**src/rtl/swin_pkg.sv**
```systemverilog
package swin_pkg;
   typedef enum logic {
      WIN_IDLE = 1'b0,
      WIN_RUN  = 1'b1
   } win_state_e;
endpackage

```
**src/rtl/swin_pick.sv**
```systemverilog
module swin_pick #(
   parameter int N = 4,
   localparam int IW = (N > 1) ? $clog2(N) : 1
) (
   input  logic [N-1:0]  req,
   output logic [N-1:0]  gnt,
   output logic [IW-1:0] idx,
   output logic          any
);
   logic [N:0] seen;
   assign seen[0] = 1'b0;

   for (genvar i = 0; i < N; i++) begin : g_chain
      assign gnt[i]    = req[i] & ~seen[i];
      assign seen[i+1] = seen[i] | req[i];
   end

   assign any = seen[N];

   always_comb begin
      idx = '0;
      for (int i = N - 1; i >= 0; i--) begin
         if (req[i]) idx = IW'(i);
      end
   end
endmodule

```
**src/rtl/swin_ring.sv**
```systemverilog
module swin_ring #(
   parameter int DEPTH  = 8,
   parameter int NODE_W = 2,
   parameter int ITER_W = 16,
   localparam int PTR_W = $clog2(DEPTH),
   localparam int CNT_W = PTR_W + 1
) (
   input  logic              clk,
   input  logic              rst_n,
   input  logic              clear,
   input  logic              push,
   input  logic [NODE_W-1:0] push_node,
   input  logic [ITER_W-1:0] push_base,
   input  logic              pop,
   input  logic [DEPTH-1:0]  mark_mask,
   input  logic              cut,
   input  logic [PTR_W-1:0]  cut_slot,
   output logic [PTR_W-1:0]  head_ptr,
   output logic [PTR_W-1:0]  tail_ptr,
   output logic [CNT_W-1:0]  count,
   output logic [NODE_W-1:0] head_node,
   output logic [ITER_W-1:0] head_base,
   output logic              head_done,
   output logic [ITER_W-1:0] cut_base
);
   logic [NODE_W-1:0] nd_q [DEPTH];
   logic [ITER_W-1:0] bs_q [DEPTH];
   logic [DEPTH-1:0]  dn_q;
   logic [PTR_W-1:0]  cut_off;

   assign cut_off = cut_slot - head_ptr;

   for (genvar i = 0; i < DEPTH; i++) begin : g_slot
      always_ff @(posedge clk) begin
         if (!rst_n) begin
            nd_q[i] <= '0;
            bs_q[i] <= '0;
            dn_q[i] <= 1'b0;
         end else if (push && tail_ptr == PTR_W'(i)) begin
            nd_q[i] <= push_node;
            bs_q[i] <= push_base;
            dn_q[i] <= 1'b0;
         end else if (mark_mask[i]) begin
            dn_q[i] <= 1'b1;
         end
      end
   end

   always_ff @(posedge clk) begin
      if (!rst_n || clear) begin
         head_ptr <= '0;
         tail_ptr <= '0;
         count    <= '0;
      end else begin
         head_ptr <= head_ptr + PTR_W'(pop);
         if (cut) begin
            tail_ptr <= cut_slot;
            count    <= {1'b0, cut_off} - CNT_W'(pop);
         end else begin
            tail_ptr <= tail_ptr + PTR_W'(push);
            count    <= count + CNT_W'(push) - CNT_W'(pop);
         end
      end
   end

   assign head_node = nd_q[head_ptr];
   assign head_base = bs_q[head_ptr];
   assign head_done = dn_q[head_ptr];
   assign cut_base  = bs_q[cut_slot];

   p_no_overflow_r4: assert property (@(posedge clk) disable iff (!rst_n)
      push |-> (count < CNT_W'(DEPTH)));
   p_pop_nonempty_r6: assert property (@(posedge clk) disable iff (!rst_n)
      pop |-> (count != '0));
endmodule

```
**src/rtl/spec_chunk_window.sv**
```systemverilog
module spec_chunk_window
   import swin_pkg::*;
#(
   parameter int NODES  = 4,
   parameter int DEPTH  = 8,
   parameter int ITER_W = 16,
   parameter int JOB_W  = 4,
   localparam int NODE_W = $clog2(NODES)
) (
   input  logic              clk,
   input  logic              rst_n,
   input  logic              start,
   input  logic [JOB_W-1:0]  job_id,
   input  logic [ITER_W-1:0] iter_limit,
   input  logic [ITER_W-1:0] chunk_size,
   input  logic [NODES-1:0]  node_req,
   input  logic [NODES-1:0]  node_done,
   input  logic              squash_vld,
   input  logic [NODE_W-1:0] squash_node,
   output logic              grant_vld,
   output logic [NODE_W-1:0] grant_node,
   output logic [ITER_W-1:0] grant_base,
   output logic [ITER_W-1:0] grant_len,
   output logic [JOB_W-1:0]  grant_job,
   output logic              commit_vld,
   output logic [NODE_W-1:0] commit_node,
   output logic [ITER_W-1:0] commit_base,
   output logic [JOB_W-1:0]  commit_job,
   output logic [NODES-1:0]  restart_mask,
   output logic              loop_done
);
   localparam int PTR_W = $clog2(DEPTH);
   localparam int CNT_W = PTR_W + 1;

   if (NODES < 2) begin : g_bad_nodes
      $error("spec_chunk_window: NODES must be at least 2");
   end
   if (DEPTH < 2 || (DEPTH & (DEPTH - 1)) != 0) begin : g_bad_depth
      $error("spec_chunk_window: DEPTH must be a power of two, at least 2");
   end
   if (DEPTH < NODES) begin : g_bad_ratio
      $error("spec_chunk_window: DEPTH must cover every node");
   end

   win_state_e        st;
   logic [ITER_W-1:0] next_iter, lim_q, csz_q;
   logic [JOB_W-1:0]  job_q;
   logic [NODES-1:0]  busy;
   logic [PTR_W-1:0]  slot_q [NODES];

   logic [PTR_W-1:0]  head_ptr, tail_ptr, cut_slot, cut_off;
   logic [CNT_W-1:0]  count;
   logic [NODE_W-1:0] head_node;
   logic [ITER_W-1:0] head_base, cut_base, csz_eff, remain, glen;
   logic              head_done, exhausted, start_ok, sq_hit, can_grant;
   logic [NODES-1:0]  kill, cand, gnt_oh;
   logic [NODE_W-1:0] gnt_idx;
   logic              gnt_any;
   logic [DEPTH-1:0]  mark;

   assign exhausted = next_iter >= lim_q;
   assign loop_done = (st == WIN_RUN) && exhausted && (count == '0);
   assign start_ok  = start && ((st == WIN_IDLE) || loop_done);
   assign sq_hit    = squash_vld && (int'(squash_node) < NODES) && busy[squash_node];
   assign cut_slot  = slot_q[squash_node];
   assign cut_off   = cut_slot - head_ptr;

   always_comb begin
      for (int n = 0; n < NODES; n++) begin
         kill[n] = sq_hit && busy[n] && (PTR_W'(slot_q[n] - head_ptr) >= cut_off);
      end
   end

   assign can_grant = (st == WIN_RUN) && !exhausted && (count < CNT_W'(DEPTH)) && !sq_hit;
   assign cand      = node_req & ~busy & {NODES{can_grant}};

   swin_pick #(.N(NODES)) u_pick (
      .req (cand),
      .gnt (gnt_oh),
      .idx (gnt_idx),
      .any (gnt_any)
   );

   assign csz_eff = (csz_q == '0) ? ITER_W'(1) : csz_q;
   assign remain  = lim_q - next_iter;
   assign glen    = (csz_eff > remain) ? remain : csz_eff;

   always_comb begin
      mark = '0;
      for (int n = 0; n < NODES; n++) begin
         if (node_done[n] && busy[n] && !kill[n]) mark[slot_q[n]] = 1'b1;
      end
   end

   assign commit_vld = (count != '0) && head_done;

   swin_ring #(.DEPTH(DEPTH), .NODE_W(NODE_W), .ITER_W(ITER_W)) u_ring (
      .clk       (clk),
      .rst_n     (rst_n),
      .clear     (start_ok),
      .push      (gnt_any),
      .push_node (gnt_idx),
      .push_base (next_iter),
      .pop       (commit_vld),
      .mark_mask (mark),
      .cut       (sq_hit),
      .cut_slot  (cut_slot),
      .head_ptr  (head_ptr),
      .tail_ptr  (tail_ptr),
      .count     (count),
      .head_node (head_node),
      .head_base (head_base),
      .head_done (head_done),
      .cut_base  (cut_base)
   );

   always_ff @(posedge clk) begin
      if (!rst_n) begin
         st        <= WIN_IDLE;
         next_iter <= '0;
         lim_q     <= '0;
         csz_q     <= '0;
         job_q     <= '0;
      end else if (start_ok) begin
         st        <= WIN_RUN;
         next_iter <= '0;
         lim_q     <= iter_limit;
         csz_q     <= chunk_size;
         job_q     <= job_id;
      end else if (sq_hit) begin
         next_iter <= cut_base;
      end else if (gnt_any) begin
         next_iter <= next_iter + glen;
      end
   end

   for (genvar n = 0; n < NODES; n++) begin : g_node
      always_ff @(posedge clk) begin
         if (!rst_n) begin
            busy[n]   <= 1'b0;
            slot_q[n] <= '0;
         end else if (kill[n] || (node_done[n] && busy[n])) begin
            busy[n]   <= 1'b0;
         end else if (gnt_oh[n]) begin
            busy[n]   <= 1'b1;
            slot_q[n] <= tail_ptr;
         end
      end
   end

   assign grant_vld    = gnt_any;
   assign grant_node   = gnt_idx;
   assign grant_base   = next_iter;
   assign grant_len    = glen;
   assign grant_job    = job_q;
   assign commit_node  = head_node;
   assign commit_base  = head_base;
   assign commit_job   = job_q;
   assign restart_mask = kill;

   logic [ITER_W-1:0] last_cbase;
   logic              have_c;
   always_ff @(posedge clk) begin
      if (!rst_n || start_ok) begin
         have_c     <= 1'b0;
         last_cbase <= '0;
      end else if (commit_vld) begin
         have_c     <= 1'b1;
         last_cbase <= commit_base;
      end
   end

   p_pick_onehot_r2: assert property (@(posedge clk) disable iff (!rst_n)
      $onehot0(gnt_oh));
   p_grant_bound_r3: assert property (@(posedge clk) disable iff (!rst_n)
      grant_vld |-> ((grant_len != '0) &&
         ({1'b0, grant_base} + {1'b0, grant_len} <= {1'b0, lim_q})));
   p_commit_order_r6: assert property (@(posedge clk) disable iff (!rst_n)
      (commit_vld && have_c) |-> (commit_base > last_cbase));
   p_room_after_squash_r7: assert property (@(posedge clk) disable iff (!rst_n)
      (|restart_mask) |=> (count < CNT_W'(DEPTH)));
   p_done_quiet_r8: assert property (@(posedge clk) disable iff (!rst_n)
      loop_done |-> (!commit_vld && !grant_vld && restart_mask == '0));
endmodule

```
**config.mk**
```make
export PLATFORM = sky130hd
export DESIGN_NAME = spec_chunk_window
export DESIGN_NICKNAME = d
export VERILOG_FILES = /design/src/rtl/swin_pkg.sv /design/src/rtl/swin_pick.sv /design/src/rtl/swin_ring.sv /design/src/rtl/spec_chunk_window.sv
export SDC_FILE = /design/constraint.sdc
export NUM_CORES = 1
export LEC_CHECK = 0
export BUFFER_PORTS_ARGS = -buffer_cell sky130_fd_sc_hd__buf_2
export CORE_ASPECT_RATIO = 1.25
export CORE_MARGIN = 1
export CORE_UTILIZATION = 40
export DETAILED_ROUTE_END_ITERATION = 7
export SLEW_MARGIN = 15
export SYNTH_ARGS = -nofsm -noshare
export SYNTH_HDL_FRONTEND = slang
export SYNTH_SLANG_ARGS = --single-unit
```
**constraint.sdc**
```tcl
create_clock -name clk -period 7.4 [get_ports clk]
set_input_delay 0.37 -clock clk [delete_from_list [all_inputs] [get_ports clk]]
set_output_delay 0.37 -clock clk [all_outputs]
set_load 0.05 [all_outputs]
```
After elaboration in Yosys (flattened, before gate mapping)
Memory sizes are Yosys's and may differ from the RTL's. A register that Yosys moved wholly into a read port is not among the register bits. Cells that the tools add are included.

Eq/ne operators: 7. Multiply operators: 0. Multiplexer cells: 89. $lt $le $gt $ge: 17. Divide/modulo/power cells: 0. Reduce and logical (&&, ||, !) cells: 67. Bitwise gates (word level): 37. Shift operators: 0. Add/sub/neg operators: 12.

Operators by type and width (count): 16-bit two-way mux (12); 1-bit two-way mux (47); 1-bit logical AND (36); 8-bit two-way mux (4); 2-bit OR reduction (13); 2-bit two-way mux (12); 8-bit OR (3); 1-bit OR (23); 3-bit two-way mux (7); 3-bit by 4-bit < comparator with 1-bit output (second input constant) (5); 16-bit adder (1); 16-bit >= comparator (1); 16-bit > comparator (1); 16-bit zero test (1); 16-bit subtractor (1); 3-bit subtractor (5); 1-bit demux with 3-bit select (4); 3-bit == test (second input constant) (4); 3-bit by 1-bit >= comparator with 1-bit output (second input constant) (4); 3-bit >= comparator (4); 4-bit bitwise AND (2); 1-bit zero test (7); 3-bit by 1-bit adder with 3-bit output (2); 3-bit by 2-bit == test with 1-bit output (second input constant) (2); other kinds (17) (28).

Output and inout bits: 67. Logic and storage cells: 252. ROM bits: 0. Memory bits (writable): 156. Memories kept: 3. Flip-flop bits (word level): 75. Latch bits: 0.

Memory list: u_ring.bs_q (words 8, width 16, rd ports 2, clocked after memory_dff 1, write ports 8, RTL line swin_ring.sv:27) `logic [ITER_W-1:0] bs_q [DEPTH];`; u_ring.nd_q (words 8, width 2, rd ports 1, clocked after memory_dff 1, write ports 8, RTL line swin_ring.sv:26) `logic [NODE_W-1:0] nd_q [DEPTH];`; slot_q (words 4, width 3, rd ports 5, clocked after memory_dff 0, write ports 4, RTL line spec_chunk_window.sv:49) `logic [PTR_W-1:0] slot_q [NODES];`.

Depth between registers and ports, before layout
Gate-level depths: netlist of run 1.

Word-level depth: 15. Mapped depth: 30. Gate-level depth less buffers: 30.

Modules after synthesis
From an unflattened synthesis of run 1, not the netlist that was laid out.

Cells, all modules: 1250. Area, all modules: 14189.9 sq um.

By module, submodules not included: swin_ring (cells an instance 537, instances 1, area each 8490.6 sq um); spec_chunk_window (cells an instance 702, instances 1, area each 5637.9 sq um); swin_pick (cells an instance 11, instances 1, area each 61.3 sq um).

Worst setup path after synthesis of run 1
OpenSTA, ideal clock, no wires.

Path kind: flip-flop to flip-flop. Start: register next_iter[1], in the netlist grant_base[1]. End: register next_iter[14], in the netlist grant_base[14]. Setup time: 0.096 ns. Period minus slack after synthesis: 7.556 ns. Cell stages (with the launch flop): 25. Arrival time: 7.460 ns. Data required time: 7.304 ns. Setup slack: -0.156 ns. Cells stage by stage: dfxtp_1 -> clkinv_1 -> fa_1 -> nand3_1 -> a21oi_1 -> nor3_1 -> nor2_1 -> nor2_1 -> o21bai_1 -> a21oi_1 -> xor2_1 -> ha_1 -> nand4_1 -> or4_1 -> o221a_2 -> clkbuf_1 -> o31ai_1 -> ha_1 -> or3_1 -> o211ai_1 -> nor3b_1 -> o32a_1 -> o21ai_0 -> mux2_2 -> a221oi_1.

RTL lines: from (decl) (RTL line spec_chunk_window.sv:46) `logic [ITER_W-1:0] next_iter, lim_q, csz_q;`; from (signal assigned) (RTL line spec_chunk_window.sv:131) `next_iter <= cut_base;`; from (signal assigned) (RTL line spec_chunk_window.sv:133) `next_iter <= next_iter + glen;`; 16-bit subtractor (*) (RTL line spec_chunk_window.sv:85) `assign remain = lim_q - next_iter;`; 16-bit > comparator (RTL line spec_chunk_window.sv:86) `assign glen = (csz_eff > remain) ? remain : csz_eff;`; 16-bit two-way mux (*) (RTL line spec_chunk_window.sv:86); via grant_len[6] (RTL line spec_chunk_window.sv:23) `output logic [ITER_W-1:0] grant_len,`; 16-bit adder (*) (RTL line spec_chunk_window.sv:133); 16-bit two-way mux (*) (RTL line spec_chunk_window.sv:132) `end else if (gnt_any) begin`; 16-bit two-way mux (*) (RTL line spec_chunk_window.sv:130) `end else if (sq_hit) begin`.

Mark *: on every way through the listed nets, which the timed path passes. The rest lies on a longest branch. The select of a mux whose other input is x is not followed. A chain may end at the register's enable or synchronous reset.

Worst setup path in the final report of run 1
Start: register next_iter[1], in the netlist grant_base[1]. End: register next_iter[14], in the netlist grant_base[14].

Cells in the longest elaborated chain, start to end: 10.

RTL lines: branches (longest 10 deep; another with 16-bit subtractor).

Several ways; the timed one is not identified. The select of a mux whose other input is x is not followed.

==> results list, run 1 <==
- Setup slack on the worst reg-to-reg path comes out at between 0.4 and 0.5 ns.
- The smallest clock period supported by the final layout is computed as just under 7 ns.
- In the final layout, the share of cells above drive strength 1 is 0.2302.
* Switching share of power: 0.3507
* Critical path endpoint category: register
- Of all nets on the critical path, the largest fanout is 26.
- In the final routed layout, each cell accounts on average for approximately 23 um.
- The number of antenna violations at the first check in global routing came to 0.
- NetSw: ~0.0014 W
* Total core area: 0.03378 mm2
* RD Place Congestion: 0.9081
- Ratio of final minimum period to clock period: 0.9400
* Outcome: finished, final reports clean
* Worst Hold Class: in -> reg
- Setup violations remaining at the end of the flow were counted as 0.
- Hold path depth: 3
* Via count of the routed design: 10390
- The first detailed-routing pass ran for 6 iterations.
- Global-route met1 utilization: 0.2842
- In this run the critical register-to-register path is launched from grant_base[1]$_SDFFE_PP0P_.
- Of the total synthesized cell area, the portion taken by XOR and XNOR cells is 0.02468.
- After detailed routing, the number of vias per cell comes to just under 6.
- Simple-gate area share of the yosys netlist: 0.1403
- Yosys cell types: between 60 and 70
- The count of buffers added on input and output ports is ~120.
- For this run, the number of standard cells in the final layout without fillers is ~1700.
- Post-route cell area: approximately 0.016 mm2
- The startpoint identified for the worst hold timing path is chunk_size[1].
- Of the synthesized area, sequential elements account for 0.4486.
- The path with the worst hold slack has its endpoint at csz_q[1]$_SDFFE_PN0P_.
- The worst setup path is launched from a register.
* Die height: 209.6 um
* Maximum number of buffers from clock root to sink: 3
- Synthesis produced 1234 cells.
* Number of buffers inserted during clock tree synthesis: 26
* Cell Count Post-Placement: 1700
- Leakage dissipation: ~5.9 nW
* Full die area: approximately 0.035 mm2
* Routing usage on met2: 0.4141
- Number of global-route vias before repair: about 10000
* GR Util All Layers: 0.2304
- IR analysis of the VDD net gives a maximum drop of roughly 190 uV.
- Count of synthesis-stage warnings from yosys: 0
- The first global-routing pass estimated 61490 um of wire.
- The endpoint identified for the worst register-to-register timing path is grant_base[14]$_SDFFE_PP0P_.
- The post-synthesis compound-gate area fraction came to 0.08756.
- Register share of total power: 0.379
- The die is between 150 and 200 um wide.
- The detail route stage leaves a number of antenna-violating nets equal to 0.
- Synthesis produced a netlist with a net count of approximately 1400.
- STA puts the critical path data required time at 7.82 ns.
- After synthesis, the share of flip-flops with an asynchronous set or reset is 0.
- Clock skew on the completed layout was measured at roughly 0.0098 ns.
* Antenna diodes: 0
* Part of the power in combinational logic: 0.307
* Setup repair after global routing missed its margin: false
- Arr. time, crit path: between 7 and 8 ns
- Number of core rows: between 70 and 80
- EDFF count, synth: roughly 160
- Largest family of logic cells by synthesized area: multiplexers
* Worst slew margin relative to its limit: 0.2471
- Final hold violation count: 0
- Max Transition Viols Final: 0
- The share of total power dissipated in the clock network is 0.314.
- After global routing, the most crowded layer is met2.
- Max stage delay on crit path: 0.54 ns
- Post-CTS setup repair buffer count: 0
* Cell area after placement: 0.01475 mm2
- Average footprint of a synthesized cell: 11.17 um2
- Area grow syn2layout: 13.02%
- Hold repair after CTS inserted 0 buffers.
- Number of nets in the layout: ~1400
- Critical path class: reg -> reg
- Synthesis inferred between 200 and 250 register bits.
- Summing all multi-input logic gate instances after layout gives roughly 0.007 mm2.
- Critical path buffers and inverters: 1
* Synthesized cell area: 0.01379 mm2
- Area used by sequential logic in the layout: around 0.0062 mm2
- After legalization and detailed placement, the total HPWL measured 27130 um.
- Path depth of the worst reg2reg path: 26
* Number of placed I/O pins: around 120
* Filler cells: just over 3000
- H-tree Lvls: 1
- Root Buffer: sky130_fd_sc_hd__clkbuf_16
- Across the run, the number of max-cap violations was 0.
- In the routed design, unresolved DRC markers number 0.
* Multiplexer fraction of the synthesized cell area: 0.1727
- Entering global routing, the biggest net connects 57 pins.
- Residual overflow from global routing: 0
- Total routed wirelength: roughly 40000 um
- Most used flip-flop cell after synthesis: sky130_fd_sc_hd__edfxtp_1
* Clk sink count: about 230
- Clock transition at the register clock pins on the worst setup and hold paths after CTS: ~0.06 ns
* Initial Utilization: 0.4082
- For this design the ratio of total power to cell area is between 200 and 300 mW/mm2.
* Pin slew with the least headroom to its limit: 1.129 ns
- Timing would allow up to about 140 MHz.
- Cell family with the largest share of critical-path delay: compound AO/OA/AOI/OAI gates
- For the worst-skew pair, the clock arrives at the later sink with an insertion delay of around 0.53 ns.
- In the global route stage, met3 resource usage came out at 0.02319.
- TritonCTS built the clock tree.
- Cell at the slowest stage of the critical path: sky130_fd_sc_hd__or4_1
- Violation count after the first detailed-route iteration: approximately 690
- Internal power comes to ~0.0026 W.
- Post-synthesis share of cell area spent on full adders, half adders and majority gates: 0.07967
-- per-stage QoR --
step                power, W   TNS, ns    util  setup WS, ns  hold slack [ns]
floorplan           0.002416  -0.05659       -      -0.03068           0.4423
global placement    0.002733         0  0.4365        0.5458           0.4563
detailed placement  0.002745         0  0.4365        0.3677           0.4739
CTS                 0.003988         0  0.4607        0.3367          0.05206
global route        0.004153         0  0.4613       0.01115          0.06497
finish              0.003978         0  0.4613        0.4443          0.06230
-- synth_stat cells, types with 25 or more instances --
| master | count | area share |
|---|---|---|
| sky130_fd_sc_hd__nor3_1 | 169 | 0.061 |
| sky130_fd_sc_hd__edfxtp_1 | 156 | 0.34 |
| sky130_fd_sc_hd__nor2_1 | 84 | 0.023 |
| sky130_fd_sc_hd__dfxtp_1 | 75 | 0.11 |
| sky130_fd_sc_hd__ha_1 | 75 | 0.068 |
| sky130_fd_sc_hd__mux4_2 | 73 | 0.12 |
| sky130_fd_sc_hd__clkbuf_1 | 64 | 0.017 |
| sky130_fd_sc_hd__nand2_1 | 53 | 0.014 |
| sky130_fd_sc_hd__mux2i_1 | 50 | 0.036 |
| sky130_fd_sc_hd__inv_1 | 45 | 0.012 |
| sky130_fd_sc_hd__a21oi_1 | 44 | 0.016 |
| sky130_fd_sc_hd__o21ai_0 | 36 | 0.013 |
| sky130_fd_sc_hd__a211oi_1 | 25 | 0.014 |
-- sequential cells by signal, summed over array words and instances (netlist names), 4 cells and up --
signal	flops
busy	4
commit_job	4
csz_q	16
grant_base	16
lim_q	16
slot_q	12
u_ring.bs_q	128
u_ring.count	4
u_ring.dn_q	8
u_ring.nd_q	16
-- layer usage --
metal  wire length [um]  up-vias
met3               1984       76
met4               1449        0
met2              20630      316
met1              16020     5180
li1                   -     4817
met5                  0        -
-- cell type report --
| cell class | count | area share |
|---|---|---|
| clock buffer | 33 | 0.04480 |
| clock inverter | 15 | 0.007547 |
| inverter | 62 | 0.01541 |
| multi-input combinational | 843 | 0.4519 |
| sequential | 231 | 0.3971 |
| tap | 423 | 0.03396 |
| timing repair buffer | 141 | 0.04929 |
-- cell usage in the layout (no fill, tap or decap), drive strengths merged, types with 3 or more instances in the layout --
cell and n:
fa 8, xor2 19, mux4 73, o21bai 4, a221oi 6, o21ai 45
nor2 85, dfxtp 75, and2 6, mux2i 50, edfxtp 156, nor2b 11
nor4 7, a21oi 45, ha 75, o32ai 4, buf 141, or3 6
nand3 9, xnor2 19, a21o 8, clkinv 25, mux2 21, clkinvlp 3
inv 47, a211oi 25, clkbuf 33, and3 9, nand3b 4, o22ai 8
nand2 53, o31ai 13, nor3 170, nand4 13, o211ai 6, nand2b 10
a31oi 3, o21a 5
-- worst min-delay path: cells and delay by family --
family | cells | cell delay [ns]
simple gates | 1 | 0.07
buf+inv | 1 | 0.07
mux | 1 | 0.05
-- power by group through the flow --
stage | sequential (W) | combinational [W] | clock (W)
2_1_floorplan | 0.00154 | 0.000874 | 0
3_3_place_gp | 0.00153 | 0.00120 | 0
3_5_place_dp | 0.00153 | 0.00121 | 0
4_1_cts | 0.00151 | 0.00122 | 0.00127
5_1_grt | 0.00152 | 0.00132 | 0.00132
6_report | 0.00151 | 0.00122 | 0.00125
-- repair_timing --
item | in CTS | in global routing
setup endpoints to repair | 0 | 2
endpoints found under the hold margin | 0 | 0
resized for setup | 0 | 5
-- cell families after synthesis --
kind of cell / count (synthesis)
flip-flops: 231
multiplexers: 144
XOR/XNOR: 38
AO/OA/AOI/OAI: 185
AND/OR/NAND/NOR: 393
buffers and inverters: 160
adder cells (fa/ha/maj): 83
-- worst max-delay path by stage --
stage / startpoint / endpoint / slack [ns] / depth (start not counted)
finish: grant_base[1]$_SDFFE_PP0P_ / grant_base[14]$_SDFFE_PP0P_ / 0.44 / 26
detailed placement: grant_base[1]$_SDFFE_PP0P_ / grant_base[14]$_SDFFE_PP0P_ / 0.37 / 26
floorplan: grant_base[1]$_SDFFE_PP0P_ / grant_base[15]$_SDFFE_PP0P_ / -0.03 / 25
global route: grant_base[1]$_SDFFE_PP0P_ / grant_base[14]$_SDFFE_PP0P_ / 0.01 / 26
global placement: grant_base[1]$_SDFFE_PP0P_ / grant_base[14]$_SDFFE_PP0P_ / 0.55 / 26
CTS: grant_base[1]$_SDFFE_PP0P_ / grant_base[14]$_SDFFE_PP0P_ / 0.34 / 26
Note: power is estimated with default switching activity, not from simulation.
==> run 2: changes to the inputs <==
Settings changed: CTS_BUF_LIST from default to sky130_fd_sc_hd__clkbuf_8, PLACE_DENSITY from default to 0.66.
==> run 2 against run 1 <==
Routed wire length fell by 0.71%. Worst hold slack got worse by 0.018 ns. Final cell count rose by 1.5%. Global-route usage fell by 0.063 points. Critical endpoint unchanged. Largest cell class unchanged.
==> results list, run 2 (synthesized netlist as in run 1, its figures left out) <==
* Outcome: finished, final reports clean (unchanged)
- Most common library cell in the layout ignoring fill and taps: sky130_fd_sc_hd__nor3_1 (unchanged)
- The maximum number of pins on one net before global-route repair was 73 (was 57).
- The static power due to leakage was 5.976 nW (was 5.892 nW).
- Number of nets in the layout: 1453 (was 1438)
* Max reg flops: 128 (unchanged)
- The count of placed standard cells in the final layout, fillers left out was 1775 (was 1748).
* PnR worst setup slack: 0.5557 ns (was 0.4443 ns)
* Clock Power Share: 0.295 (was 0.314)
- GR Util All Layers: 0.2298 (was 0.2304)
- The layout overhead on the synthesized area is 12.88% (was 13.02%).
- Critical path endpoint category: register (unchanged)
- Setup repair after global routing missed its margin: false (unchanged).
- Reported max-cap violation count: 0 (unchanged)
* Ratio of total power to cell area: 249.1 mW/mm2 (was 255.2 mW/mm2)
- Number of global-route vias before repair: 10710 (was 10500)
- Residual overflow from global routing: 0 (unchanged)
- Insertion delay of the later-clocked pin in the worst-skew pair: 0.56 ns (was 0.53 ns)
* Detail-routed net length per standard cell: 22.42 um (was 22.93 um)
- Area used by sequential logic in the layout: 0.006188 mm2 (unchanged)
- The setup TNS was 0 ns (unchanged).
- Final hold violation count: 0 (unchanged)
- The net switching power of the design was 0.001425 W (was 0.001395 W).
- Total core area: 0.03378 mm2 (unchanged)
- Number of placed I/O pins: 117 (unchanged)
- Initial Utilization: 0.4082 (unchanged)
* Full die area: 0.03523 mm2 (unchanged)
* Register share of total power: 0.389 (was 0.379)
* Half-perimeter wire length after placement: 26530 um (was 27130 um)
* Arr. time, crit path: 7.26 ns (was 7.38 ns)
- Root Buffer: sky130_fd_sc_hd__clkbuf_8 (was sky130_fd_sc_hd__clkbuf_16)
* Post-CTS setup repair buffer count: 0 (unchanged)
* FMAX: 146.1 MHz (was 143.8 MHz)
- Critical path buffers and inverters: 1 (unchanged)
- Crit path cell chain: clkinvlp_4 -> ha_1 -> nor2b_1 -> o211ai_1 -> a2111oi_1 -> or3_1 -> a21oi_1 -> xor2_1 -> ha_1 -> nand4_1 -> or4_1 -> o221a_4 -> nor2_4 -> mux2_2 -> fa_1 -> a21oi_1 -> o21a_1 -> o21ai_0 -> o211ai_1 -> nor3b_1 -> o32a_1 -> o21ai_0 -> mux2_2 -> a221oi_1
* Via count of the routed design: 10590 (was 10390)
- The worst-path maximum fanout was 26 (unchanged).
* Worst Setup Start Kind: register (unchanged)
- The worst-case vdd ir drop was 146.8 uV (was 186.2 uV).
* CTS tree: yes (unchanged)
- WP data required: 7.82 ns (about the same)
- Max Transition Viols Final: 0 (unchanged)
- The maximum clock skew at final layout is 0.03354 ns (was 0.009766 ns).
- Total routed wirelength: 39800 um (was 40090 um)
- Filler cells: 3115 (was 3106)
* Switching share of power: 0.3674 (was 0.3507)
- X dimension of the die: 168.1 um (unchanged)
* Number of buffers inserted during clock tree synthesis: 41 (was 26)
- Cell family with the largest share of critical-path delay: compound AO/OA/AOI/OAI gates (unchanged)
- The cell-internal power was 0.002453 W (was 0.002583 W).
* Part of the power in combinational logic: 0.316 (was 0.307)
- The via density per instance came to 5.965 (was 5.943).
- Number of design rule violations left after detail routing: 0 (unchanged)
* Multi-input logic area: 0.007054 mm2 (was 0.007043 mm2)
- Highest-count cells in the layout ignoring fill and taps: sky130_fd_sc_hd__nor3_1 (168), sky130_fd_sc_hd__edfxtp_1 (156), sky130_fd_sc_hd__buf_2 (116), sky130_fd_sc_hd__nor2_1 (84), sky130_fd_sc_hd__ha_1 (75) (unchanged).
- Clock transition at the register clock pins on the worst setup and hold paths after CTS: 0.06 ns (about the same)
- First-pass GRT wire length: 61410 um (was 61490 um)
- Critical path class: reg -> reg (unchanged)
* # port buffers: 116 (unchanged)
- The pre-CTS worst setup slack was 0.4239 ns (was 0.3677 ns).
* DRT antenna net count: 0 (unchanged)
- The worst-case headroom to the max-slew limit was 0.3038 (was 0.2471).
* Number of core rows: 75 (unchanged)
- Maximum number of buffers from clock root to sink: 3 (unchanged)
* Number of antenna violations at the first check in global routing: 0 (unchanged)
- The total number of clock tree sinks is 231 (unchanged).
- Violation count after the first detailed-route iteration: 963 (was 685)
* Cell Count Post-Placement: 1700 (unchanged)
* Setup-violating endpoint count in the final report: 0 (unchanged)
* H-tree Lvls: 2 (was 1)
- RD Place Congestion: 0.9005 (was 0.9081)
- The final critical delay including setup and external delays is 6.844 ns (was 6.956 ns).
- Die height: 209.6 um (unchanged)
- The critical path's largest stage delay came to 0.56 ns (was 0.54 ns).
- 1st-pass router iterations: 6 (unchanged)
* Layout cell share with drive strength beyond 1: 0.2396 (was 0.2302)
- The post-route worst hold slack was 0.04469 ns (was 0.06230 ns).
- The slowest library cell on the worst path was sky130_fd_sc_hd__a2111oi_1 (was sky130_fd_sc_hd__or4_1).
- The portion of the clock cycle consumed by the worst path in the final layout was 0.9249 (was 0.9400).
- The top register by number of flip-flops is u_ring.bs_q (unchanged).
* Final core occ: 0.4608 (was 0.4613)
* Pin slew with the least headroom to its limit: 1.042 ns (was 1.129 ns)
* Worst Hold Class: in -> reg (unchanged)
- The number of inserted diodes was 0 (unchanged).
==> run 2: worst register-to-register path, delay by kind of cell, from the launching register on <==
family / cells / cell delay (ns)
compound gates: 11 / 2.62
simple gates: 6 / 1.34
fa+ha+maj: 3 / 1.10
mux: 2 / 0.76
flops: 1 / 0.47
buf+inv: 1 / 0.28
xor+xnor: 1 / 0.16
==> run 2: layer usage <==
metal,vias to the layer above,share of wire,global-route usage
met2,463,0.51,0.4098
li1,4842,-,-
met1,5160,0.38,0.2686
met4,0,0.047,0.1100
met3,122,0.064,0.03734
met5,-,0,0
==> run 2: area by class of cell <==
cell class                 count  area share
multi-input combinational    843      0.4532
sequential                   231      0.3976
timing repair buffer         141     0.04935
clock buffer                  45     0.03979
tap                          423     0.03400
inverter                      62     0.01567
clock inverter                30     0.01045
==> run 2: power by group through the flow <==
| stage | Clock (W) | Combinational (W) | Sequential (W) |
|---|---|---|---|
| after global routing | 0.00122 | 0.00132 | 0.00152 |
| after CTS | 0.00117 | 0.00121 | 0.00151 |
| after global placement | 0 | 0.00119 | 0.00153 |
| final | 0.00115 | 0.00123 | 0.00151 |
| after detailed placement | 0 | 0.00121 | 0.00153 |
| after floorplan | 0 | 0.000874 | 0.00154 |
==> run 2: what timing repair did <==
action / 4_1_cts / 5_1_grt
resized for setup: 0 / 6
hold buffers: 0 / 0
setup endpoints to repair: 0 / 2
==> run 2: stage by stage <==
step / instance area, um2 / power [W]
3_3_place_gp: 14750 / 0.002720
2_1_floorplan: 13810 / 0.002416
6_report: 15570 / 0.003878
3_5_place_dp: 14750 / 0.002741
5_1_grt: 15570 / 0.004057
4_1_cts: 15540 / 0.003883
==> run 2: path summary, 6_finish.rpt <==
check,start,depth (start not counted),to,slack (ns)
hold reg to reg,u_ring.dn_q[4]$_SDFFE_PP0P_,2,u_ring.dn_q[4]$_SDFFE_PP0P_,0.48
hold / removal,iter_limit[7],3,lim_q[7]$_SDFFE_PN0P_,0.04
setup reg to reg,grant_base[1]$_SDFFE_PP0P_,24,grant_base[14]$_SDFFE_PP0P_,0.56
setup / recovery,grant_base[1]$_SDFFE_PP0P_,24,grant_base[14]$_SDFFE_PP0P_,0.56
